File: config.mk
export PLATFORM = sky130hd
export DESIGN_NAME = memEvtCounters
export DESIGN_NICKNAME = d
export VERILOG_FILES = /design/src/rtl/memEvtPkg.sv /design/src/rtl/memEvtCntBank.sv /design/src/rtl/memEvtCtrl.sv /design/src/rtl/memEvtCounters.sv
export SDC_FILE = /design/constraint.sdc
export NUM_CORES = 1
export LEC_CHECK = 0
export BUFFER_PORTS_ARGS = -buffer_cell sky130_fd_sc_hd__buf_4
export CAP_MARGIN = 20
export CELL_PAD_IN_SITES_DETAIL_PLACEMENT = 1
export CELL_PAD_IN_SITES_GLOBAL_PLACEMENT = 2
export CORE_ASPECT_RATIO = 0.7
export CORE_MARGIN = 4
export CORE_UTILIZATION = 35
export CTS_BUF_LIST = sky130_fd_sc_hd__clkbuf_4
export DETAILED_ROUTE_END_ITERATION = 7
export PLACE_DENSITY = 0.84
export SLEW_MARGIN = 40
export SYNTH_ARGS = -nofsm -noshare
export SYNTH_HDL_FRONTEND = slang
export SYNTH_HIERARCHICAL = 1
export SYNTH_SLANG_ARGS = --single-unit
export TNS_END_PERCENT = 1
File: constraint.sdc
create_clock -name clk -period 3 [get_ports clk]
set_input_delay 0.15 -clock clk [delete_from_list [all_inputs] [get_ports clk]]
set_output_delay 0.15 -clock clk [all_outputs]
set_load 0.005 [all_outputs]
File: src/rtl/memEvtPkg.sv
package memEvtPkg;
  localparam int NUM_CNT = 8;
  localparam int CNT_W   = 32;
  localparam int ADDR_W  = 12;
  localparam int DATA_W  = 32;
  localparam int GLB_BIT = 1;

  localparam logic [ADDR_W-1:0] OFF_CTRL  = 12'h010;
  localparam logic [ADDR_W-1:0] OFF_CNTEN = 12'h6C0;
  localparam logic [ADDR_W-1:0] OFF_MASK  = 12'h6C8;
  localparam logic [ADDR_W-1:0] OFF_STAT  = 12'h6CC;
  localparam logic [ADDR_W-1:0] OFF_CLR   = 12'h6D0;

  // Irregular counter placement; decode depends on this exact table.
  function automatic logic [ADDR_W-1:0] cntOffset(input int idx);
    case (idx)
      0:       return 12'h380;
      1:       return 12'h384;
      2:       return 12'h388;
      3:       return 12'h38C;
      4:       return 12'h3C0;
      5:       return 12'h3C4;
      6:       return 12'h3CC;
      default: return 12'h3D0;
    endcase
  endfunction

  typedef struct packed {
    logic [NUM_CNT-1:0] wrEn;
    logic [NUM_CNT-1:0] incEn;
    logic [CNT_W-1:0]   wrData;
  } cntStrobeT;
endpackage

File: src/rtl/memEvtCntBank.sv
module memEvtCntBank
  import memEvtPkg::*;
(
  input  logic                          clk,
  input  logic                          rstN,
  input  cntStrobeT                     strobe,
  output logic [NUM_CNT-1:0][CNT_W-1:0] cntVal,
  output logic [NUM_CNT-1:0]            wrapPulse
);
  for (genvar i = 0; i < NUM_CNT; i++) begin : gCnt
    logic [CNT_W-1:0] cntQ;

    always_ff @(posedge clk or negedge rstN) begin
      if (!rstN)                cntQ <= '0;
      else if (strobe.wrEn[i])  cntQ <= strobe.wrData;
      else if (strobe.incEn[i]) cntQ <= cntQ + 1'b1;
    end

    // A wrap only counts when the increment is not overridden by a write.
    assign wrapPulse[i] = strobe.incEn[i] & ~strobe.wrEn[i] & (&cntQ);
    assign cntVal[i]    = cntQ;
  end
endmodule

File: src/rtl/memEvtCtrl.sv
module memEvtCtrl
  import memEvtPkg::*;
(
  input  logic                          clk,
  input  logic                          rstN,
  input  logic [ADDR_W-1:0]             regAddr,
  input  logic                          regWe,
  input  logic [DATA_W-1:0]             regWdata,
  input  logic                          regRe,
  input  logic [NUM_CNT-1:0]            evtPulse,
  input  logic [NUM_CNT-1:0][CNT_W-1:0] cntVal,
  input  logic [NUM_CNT-1:0]            wrapPulse,
  output cntStrobeT                     strobe,
  output logic [DATA_W-1:0]             regRdata,
  output logic                          irqOut,
  output logic [NUM_CNT-1:0]            statusQ,
  output logic [NUM_CNT-1:0]            maskQ,
  output logic                          glbEn
);
  logic [NUM_CNT-1:0] cntHit;
  logic [NUM_CNT-1:0] enQ;
  logic [NUM_CNT-1:0] clrVec;
  logic [DATA_W-1:0]  rdNext;
  logic               wrCtrl, wrEn, wrMask, wrClr;

  for (genvar i = 0; i < NUM_CNT; i++) begin : gHit
    assign cntHit[i] = (regAddr == cntOffset(i));
  end

  assign wrCtrl = regWe && (regAddr == OFF_CTRL);
  assign wrEn   = regWe && (regAddr == OFF_CNTEN);
  assign wrMask = regWe && (regAddr == OFF_MASK);
  assign wrClr  = regWe && (regAddr == OFF_CLR);

  assign strobe.wrEn   = {NUM_CNT{regWe}} & cntHit;
  assign strobe.incEn  = {NUM_CNT{glbEn}} & enQ & evtPulse;
  assign strobe.wrData = regWdata[CNT_W-1:0];

  assign clrVec = wrClr ? regWdata[NUM_CNT-1:0] : '0;

  always_ff @(posedge clk or negedge rstN) begin
    if (!rstN) begin
      glbEn   <= 1'b0;
      enQ     <= '0;
      maskQ   <= '1;
      statusQ <= '0;
    end else begin
      if (wrCtrl) glbEn <= regWdata[GLB_BIT];
      if (wrEn)   enQ   <= regWdata[NUM_CNT-1:0];
      if (wrMask) maskQ <= regWdata[NUM_CNT-1:0];
      // Set has priority over clear.
      statusQ <= (statusQ & ~clrVec) | wrapPulse;
    end
  end

  always_comb begin
    rdNext = '0;
    case (regAddr)
      OFF_CTRL:  rdNext[GLB_BIT]     = glbEn;
      OFF_CNTEN: rdNext[NUM_CNT-1:0] = enQ;
      OFF_MASK:  rdNext[NUM_CNT-1:0] = maskQ;
      OFF_STAT:  rdNext[NUM_CNT-1:0] = statusQ;
      default:   rdNext = '0;
    endcase
    for (int k = 0; k < NUM_CNT; k++) begin
      if (cntHit[k]) rdNext = DATA_W'(cntVal[k]);
    end
  end

  always_ff @(posedge clk or negedge rstN) begin
    if (!rstN)      regRdata <= '0;
    else if (regRe) regRdata <= rdNext;
  end

  assign irqOut = |(statusQ & ~maskQ);
endmodule

File: src/rtl/memEvtCounters.sv
module memEvtCounters
  import memEvtPkg::*;
(
  input  logic              clk,
  input  logic              rstN,
  input  logic [11:0]       regAddr,
  input  logic              regWe,
  input  logic [31:0]       regWdata,
  input  logic              regRe,
  output logic [31:0]       regRdata,
  input  logic [7:0]        evtPulse,
  output logic              irqOut
);
  cntStrobeT                     strobe;
  logic [NUM_CNT-1:0][CNT_W-1:0] cntVec;
  logic [NUM_CNT-1:0]            wrapVec;
  logic [NUM_CNT-1:0]            statusVec;
  logic [NUM_CNT-1:0]            maskVec;
  logic                          glbEn;

  memEvtCtrl u_ctrl (
    .clk       (clk),
    .rstN      (rstN),
    .regAddr   (regAddr),
    .regWe     (regWe),
    .regWdata  (regWdata),
    .regRe     (regRe),
    .evtPulse  (evtPulse),
    .cntVal    (cntVec),
    .wrapPulse (wrapVec),
    .strobe    (strobe),
    .regRdata  (regRdata),
    .irqOut    (irqOut),
    .statusQ   (statusVec),
    .maskQ     (maskVec),
    .glbEn     (glbEn)
  );

  memEvtCntBank u_bank (
    .clk       (clk),
    .rstN      (rstN),
    .strobe    (strobe),
    .cntVal    (cntVec),
    .wrapPulse (wrapVec)
  );
endmodule

==> results of run 1 <==
flip-flops by register name, summed over array words and instances, names as in the netlist:
register and cells:
u_bank/gCnt.cntQ 256, u_ctrl/statusQ 8, u_ctrl/enQ 8, u_ctrl/regRdata 32, u_ctrl/glbEn 1, u_ctrl/maskQ 8
power by group:
part	switching, mW	internal (mW)	total [mW]
logic	0.417	0.228	0.645
registers	0.0504	4.26	4.31
clock network	2.01	2.03	4.04
total	2.47	6.53	9.00
path summary, 6_finish.rpt:
kind	endpoint	cells past startpoint	slack, ns
max	u_ctrl/statusQ[7]	7	0.11
max reg2reg	u_ctrl/statusQ[7]	7	0.11
min	u_bank/gCnt[1].cntQ[1]	5	0.09
min in group asynchronous	u_ctrl/maskQ[0]	3	0.43
min reg2reg	u_ctrl/statusQ[5]	1	0.51
max in group asynchronous	u_bank/gCnt[3].cntQ[26]	4	2.02
layer usage:
metal / GRT usage (%) / vias to the layer above / part of all wire, %
met5: 0 / - / 0.097
met4: 7.49 / 3 / 2.6
met3: 7.03 / 152 / 9.3
met2: 37.4 / 868 / 40
met1: 40.1 / 9715 / 48
li1: - / 8467 / -
cell usage in the layout (no fill, tap or decap), types with 8 or more instances in the layout:
cell type	n
nand2_1	385
a22o_1	17
and4_1	36
nor3b_1	8
a41oi_1	20
inv_1	32
xnor2_1	130
ha_1	8
a21o_1	9
dfstp_2	8
nor2_1	114
nand4_1	84
a21oi_1	29
mux2_2	36
o21ai_1	20
o21ai_0	246
clkinv_1	10
and3_1	44
a22oi_1	35
and2_1	14
o22ai_1	11
clkbuf_4	136
dlygate4sd3_1	60
dfrtp_1	304
buf_4	163
or4_1	9
mux2i_1	36
nand3b_1	25
nor2b_1	15
nor3_1	50
xor2_1	110
nor4_1	50
nand3_1	84
per-stage QoR:
step / setup WS, ns / power, mW / util, % / instances / instance area [um^2]
3_3_place_gp: -0.816 / 4.96 / 38.0 / 3009 / 21100
3_5_place_dp: -0.470 / 4.97 / 38.0 / 3009 / 21100
6_report: 0.110 / 9.00 / 41.2 / 3226 / 22900
2_1_floorplan: 0.496 / 4.61 / - / 2304 / 19800
5_1_grt: -0.0477 / 9.42 / 41.2 / 3225 / 22900
4_1_cts: 0.0813 / 9.12 / 41.1 / 3220 / 22900
worst max-delay path, delay by kind of cell (launching register included):
kind	cells	cell delay [ns]
simple gates	5	1.95
buf+inv	1	0.20
flops	1	0.52
compound gates	1	0.16
repair_timing:
action                     in CTS  in global routing
hold buffers                   61                  0
buffers inserted                1                  0
pin swaps                       2                  1
resized for setup               2                  1
hold endpoints to repair      624                  0
setup endpoints to repair       1                  2
layout make-up:
type                       count  area (um^2)  share of cell area [%]
multi-input combinational   1756        10900                    47.8
sequential                   313         7840                    34.3
timing repair buffer         230         1970                    8.60
clock buffer                 136         1020                    4.46
tap                          740          926                    4.05
inverter                      32          120                   0.525
clock inverter                13         53.8                   0.235
antenna                        6         15.0                  0.0656
cell families (layout without fill, tap and decap cells):
| kind of cell | count (synthesis) | count (layout) |
|---|---|---|
| adders and majority gates | 8 | 8 |
| xor gates and xnor gates | 240 | 240 |
| DFF | 313 | 313 |
| other | 0 | 6 |
| muxes | 75 | 75 |
| AOI/OAI and AO/OA | 452 | 452 |
| and+or+nand+nor | 981 | 981 |
| buffers and inverters | 235 | 411 |
==> out/metrics.cfg, run 1 <==
[logic_synthesis]
synthMuxAreaShare_pct=4.21
synth-seq-cells=313
synth_compound_area_share_pct=14.0
synth.distinct_cells=84
synth.top_cell.area_share_pct=38.6
yosysSeqAreaShare_pct=39.6
netlist_top_cells_count=385 x nand2_1, 305 x dfrtp_1, 246 x o21ai_0
yosys-top-cells-area=dfrtp_1 39%, nand2_1 7.3%, o21ai_0 6.2%, xnor2_1 5.8%, xor2_1 4.9%
syn_inst=2304
yosysWarnings=6
synthFlopType=dfrtp_1
synth-edff-count=0
syn-num-nets=2368
synth_top_family_by_area=simple AND/OR/NAND/NOR gates
synth-simple-area-share_pct=25.5
yosysTopAreaCell=dfrtp_1
synthMostInstantiatedCell=nand2_1
synth_fa_ha_area_share_pct=0.506
async_flop_share_pct=100
avgSynthCellArea_um2=8.59
synth_area_um2=19800
yosys.area_share.xor_xnor_pct=10.6

[clock_tree]
clk_root_buffer_cell=clkbuf_4
cts.clk_slew.worst_paths_ns=0.07
clk_latency_ns=0.92
clk_path_buf_depth=3
cts_tree=done
clock_sinks=313
h-tree-depth=3
cts_buffers=84

[detailed_routing]
drc=0
detail-route-antenna-nets=0
drtIter0Drc=2221
vias=19200
routed_wl_um=81500
drt_first_pass_iters=5
via_per_inst=5.95
wl_per_cell_um=25.3

[layout]
area_growth_pct=15.6
fillers=6520
drive_gt1_share_pct=16.1
final_nets=2481

[sta]
totalNegativeSetupSlack_ns=0
setup_viol=0
whs_ns=0.0859
maxSlewHeadroom_pct=44.8
rsz0062_at_grt=true
finalCritPeriodShare_pct=96.3
slew_violations=0
fin_worst_skew_ns=0.0762
hold_viol_final=0
clock.fmax_mhz=346
fin_crit_ns=2.89
worst_pin_slew_ns=0.821

[global_route]
grt_usage_pct=26.7
grt_pass1_vias=19000
grt_max_degree=72
grt_overflow=0
grt_pass1_wl_um=123000
antenna_found_initial=3

[power_and_ir_drop]
leakagePower_nw=8.92
power_density_nw_per_um2=393
peakVddDrop_v=0.000210

[floorplanning]
die_x_um=292
start_util_pct=35.6
die_h_um=207
pin_count=89
coreArea_um2=55600
fp.dieArea_um2=60500
row_count=72

[status]
status=complete, no violations

[run]
maxCapViolCount=0

[critical_path]
cp_slowest_stage_delay_ns=0.61
cp_cell_sequence=and3_2 -> and4_1 -> nand4_1 -> buf_4 -> or4_1 -> nor4_4 -> a21o_1
worst_setup_path_end_kind=register
setup.worst_path.class=reg2reg
cp.required_ns=3.78
cp_slowest_cell=or4_1
cp_max_fo=10
r2r_start=u_ctrl/glbEn
setup.worst_path.start_class=register
worstPathArrival_ns=3.67
critPathLaunch=u_ctrl/glbEn

[hold_path]
min-delay-start=regAddr[3]
hold_class=in2reg

[place]
port-buffer-count=88
gp_congestion=0.954
dp_hpwl_um=58100

No activity file was read; power rests on OpenSTA's default activity.
==> run 2, diff against run 1 <==
--- a/config.mk
+++ b/config.mk
@@ -15,9 +15,9 @@
 export CTS_BUF_LIST = sky130_fd_sc_hd__clkbuf_4
 export DETAILED_ROUTE_END_ITERATION = 7
 export PLACE_DENSITY = 0.84
+export SETUP_SLACK_MARGIN = 0.02
 export SLEW_MARGIN = 40
 export SYNTH_ARGS = -nofsm -noshare
 export SYNTH_HDL_FRONTEND = slang
-export SYNTH_HIERARCHICAL = 1
 export SYNTH_SLANG_ARGS = --single-unit
 export TNS_END_PERCENT = 1
==> out/metrics.cfg, run 2 <==
[logic_synthesis]
synthFlopType=dfrtp_1  ; unchanged
avgSynthCellArea_um2=8.65  ; was 8.59 um^2
syn-num-nets=2251  ; was 2,368
synthMuxAreaShare_pct=4.84  ; was 4.21%
synth-simple-area-share_pct=22.9  ; was 25.5%
netlist_top_cells_count=312 x nor2_1, 305 x dfrtp_1, 265 x a21oi_1  ; was 385 x nand2_1, 305 x dfrtp_1, 246 x o21ai_0
async_flop_share_pct=100  ; unchanged
yosysSeqAreaShare_pct=41.5  ; was 39.6%
synth_area_um2=18900  ; was 19,800 um^2
yosysTopAreaCell=dfrtp_1  ; unchanged
yosys-top-cells-area=dfrtp_1 40%, a21oi_1 7.0%, xor2_1 6.9%, nor2_1 6.2%, xnor2_1 4.6%  ; was dfrtp_1 39%, nand2_1 7.3%, o21ai_0 6.2%, xnor2_1 5.8%, xor2_1 4.9%
syn_inst=2187  ; was 2,304
synth.top_cell.area_share_pct=40.4  ; was 38.6%
synth-edff-count=0  ; unchanged
yosysWarnings=0  ; was 6
synth_top_family_by_area=simple AND/OR/NAND/NOR gates  ; unchanged
synth_compound_area_share_pct=14.5  ; was 14.0%
synthMostInstantiatedCell=nor2_1  ; was nand2_1
yosys.area_share.xor_xnor_pct=11.5  ; was 10.6%
synth.distinct_cells=82  ; was 84
synth-seq-cells=313  ; unchanged
synth_fa_ha_area_share_pct=0.529  ; was 0.506%

[global_route]
grt_pass1_wl_um=119000  ; was 123,000 um
grt_max_degree=94  ; was 72
grt_usage_pct=26.8  ; was 26.7%
antenna_found_initial=2  ; was 3
grt_pass1_vias=18500  ; was 19,000
grt_overflow=0  ; unchanged

[clock_tree]
clk_path_buf_depth=3  ; unchanged
postCtsSetupRepairBufs=0  ; was 1
cts_resized=0  ; was 2
cts_buffers=87  ; was 84
clock_sinks=313  ; unchanged
clk_root_buffer_cell=clkbuf_4  ; unchanged
cts.clk_slew.worst_paths_ns=0.07  ; about the same
h-tree-depth=3  ; unchanged
cts_tree=done  ; unchanged
clk_latency_ns=0.81  ; was 0.92 ns

[critical_path]
r2r_slack_ns=0.35  ; was 0.11 ns
cp_max_fo=7  ; was 10
cp.required_ns=3.74  ; was 3.78 ns
r2r_cells=6  ; was 7
critPathLaunch=u_ctrl.glbEn  ; was u_ctrl/glbEn
endpoint=u_ctrl.statusQ[2]  ; was u_ctrl/statusQ[7]
setup.worst_path.class=reg2reg  ; unchanged
rr_endpoint=u_ctrl.statusQ[2]  ; was u_ctrl/statusQ[7]
r2r_start=u_ctrl.glbEn  ; was u_ctrl/glbEn
worstPathArrival_ns=3.39  ; was 3.67 ns
worst_setup_path_end_kind=register  ; unchanged
setup.worst_path.start_class=register  ; unchanged

[power_and_ir_drop]
leakagePower_nw=9.52  ; was 8.92 nW
peakVddDrop_v=0.000239  ; was 0.000210 V
power_density_nw_per_um2=418  ; was 393 nW/um^2

[layout]
top_register=u_bank.gCnt.cntQ  ; was u_bank/gCnt.cntQ
top_regs=u_bank.gCnt.cntQ: 256 flops, u_ctrl.regRdata: 32 flops  ; was u_bank/gCnt.cntQ: 256 flops, u_ctrl/regRdata: 32 flops
largest_reg_flops=256  ; unchanged
final_nets=2411  ; was 2,481
fillers=6250  ; was 6,520
final_cell_mix=311 x nor2_1, 305 x dfrtp_1, 265 x a21oi_1  ; was 385 x nand2_1, 304 x dfrtp_1, 246 x o21ai_0
drive_gt1_share_pct=16.3  ; was 16.1%
area_growth_pct=17.5  ; was 15.6%
final_core_utilization_pct=42.1  ; was 41.2%
final_common_cell=nor2_1  ; was nand2_1

[sta]
worst_pin_slew_ns=0.906  ; was 0.821 ns
slew_violations=0  ; unchanged
finalCritPeriodShare_pct=88.2  ; was 96.3%
setup_viol=0  ; unchanged
rsz0062_at_grt=false  ; was true
fin_crit_ns=2.65  ; was 2.89 ns
maxSlewHeadroom_pct=39.5  ; was 44.8%
fin_ws_ns=0.353  ; was 0.110 ns
totalNegativeSetupSlack_ns=0  ; unchanged
clock.fmax_mhz=378  ; was 346 MHz
fin_worst_skew_ns=0.0469  ; was 0.0762 ns
hold_viol_final=0  ; unchanged

[detailed_routing]
routed_wl_um=78400  ; was 81,500 um
drt_first_pass_iters=5  ; unchanged
wl_per_cell_um=25.0  ; was 25.3 um
vias=18100  ; was 19,200
drtIter0Drc=1768  ; was 2,221
detail-route-antenna-nets=0  ; unchanged
via_per_inst=5.77  ; was 5.95
drc=0  ; unchanged

[hold_path]
hold_class=in2reg  ; unchanged
min-delay-start=regAddr[1]  ; was regAddr[3]

[place]
dp_hpwl_um=57800  ; was 58,100 um
port-buffer-count=88  ; unchanged
gp_congestion=0.950  ; was 0.954
pre_cts_slack_ns=0.422  ; was -0.470 ns

[floorplanning]
die_x_um=286  ; was 292 um
start_util_pct=35.8  ; was 35.6%
fp.dieArea_um2=57900  ; was 60,500 um^2
pin_count=89  ; unchanged
row_count=70  ; was 72
die_h_um=202  ; was 207 um
coreArea_um2=52800  ; was 55,600 um^2

[run]
maxCapViolCount=0  ; unchanged

[status]
status=complete, no violations  ; unchanged

==> run 2: changes by cell type in the layout (fill, tap and decap cells not counted), moves of 19 or more <==
cell      previous run  this run
xor2_1             110       148
a41oi_1             20         1
nand3_1             84       103
a22oi_1             35        15
nor2_1             114       311
a21oi_1             29       265
nor4_1              50        11
xnor2_1            130       100
o21ai_1             20         0
nand3b_1            25         2
nand2_1            385       193
o21ai_0            246        79
==> run 2: per-stage QoR <==
stage / instance area [um^2] / std cells / power [mW] / hold WS (ns)
2_1_floorplan: 18900 / 2187 / 4.59 / -0.146
5_1_grt: 22200 / 3136 / 9.65 / 0.0654
3_3_place_gp: 20500 / 2927 / 4.94 / 0.160
6_report: 22200 / 3136 / 9.28 / 0.106
4_1_cts: 22200 / 3135 / 9.36 / 0.00469
3_5_place_dp: 20500 / 2927 / 4.95 / 0.160
==> run 2: cell families after synthesis <==
family                     count (synthesis)
xor gates and xnor gates                 248
adders and majority gates                  8
and+or+nand+nor                          880
AOI/OAI and AO/OA                        475
DFF                                      313
buffers and inverters                    192
muxes                                     71
==> run 2: repair_timing <==
item                                   4_1_cts  5_1_grt
endpoints found under the hold margin      607        0
setup endpoints to repair                    0        0
hold buffers                                51        0
==> run 2: power by group <==
part	internal [mW]	switching [mW]
sequential	4.25	0.0510
combinational	0.207	0.423
clock	2.30	2.05
total	6.76	2.52
==> run 2: worst min path at each step <==
stage               slack (ns)  cells past startpoint                 endpoint
detailed placement        0.16                      1   u_bank.gCnt[7].cntQ[8]
global placement          0.16                      1   u_bank.gCnt[7].cntQ[7]
global route              0.07                      6  u_bank.gCnt[2].cntQ[31]
floorplan                -0.15                      0   u_bank.gCnt[0].cntQ[0]
CTS                      0.005                      5      u_ctrl.regRdata[18]
finish                    0.11                      6  u_bank.gCnt[2].cntQ[31]
==> run 2: layout make-up <==
type                    instances  area, um^2  area share, %
multi-input cells            1682       10300           46.3
flip-flops and latches        313        7840           35.3
repair buffers                217        1830           8.25
clock buffers                 135        1010           4.56
well taps                     720         901           4.06
inverters                      46         173          0.777
clock inverters                22         166          0.749
diodes                          1        2.50         0.0113
==> run 2: worst max-delay path: stages (launching register included) <==
cell and delay (ns):
dfrtp_1 0.48, buf_4 0.20, nand4_1 0.24, nor4_4 0.62, nand3_1 0.32, nor4_1 0.57, a21o_1 0.14
==> run 2: layer usage <==
metal / GRT usage (%) / vias up / wire, um
li1: - / 8042 / -
met1: 40.0 / 9158 / 35900
met4: 6.98 / 2 / 1870
met2: 38.2 / 762 / 32500
met5: 0 / - / 13
met3: 7.13 / 124 / 8180
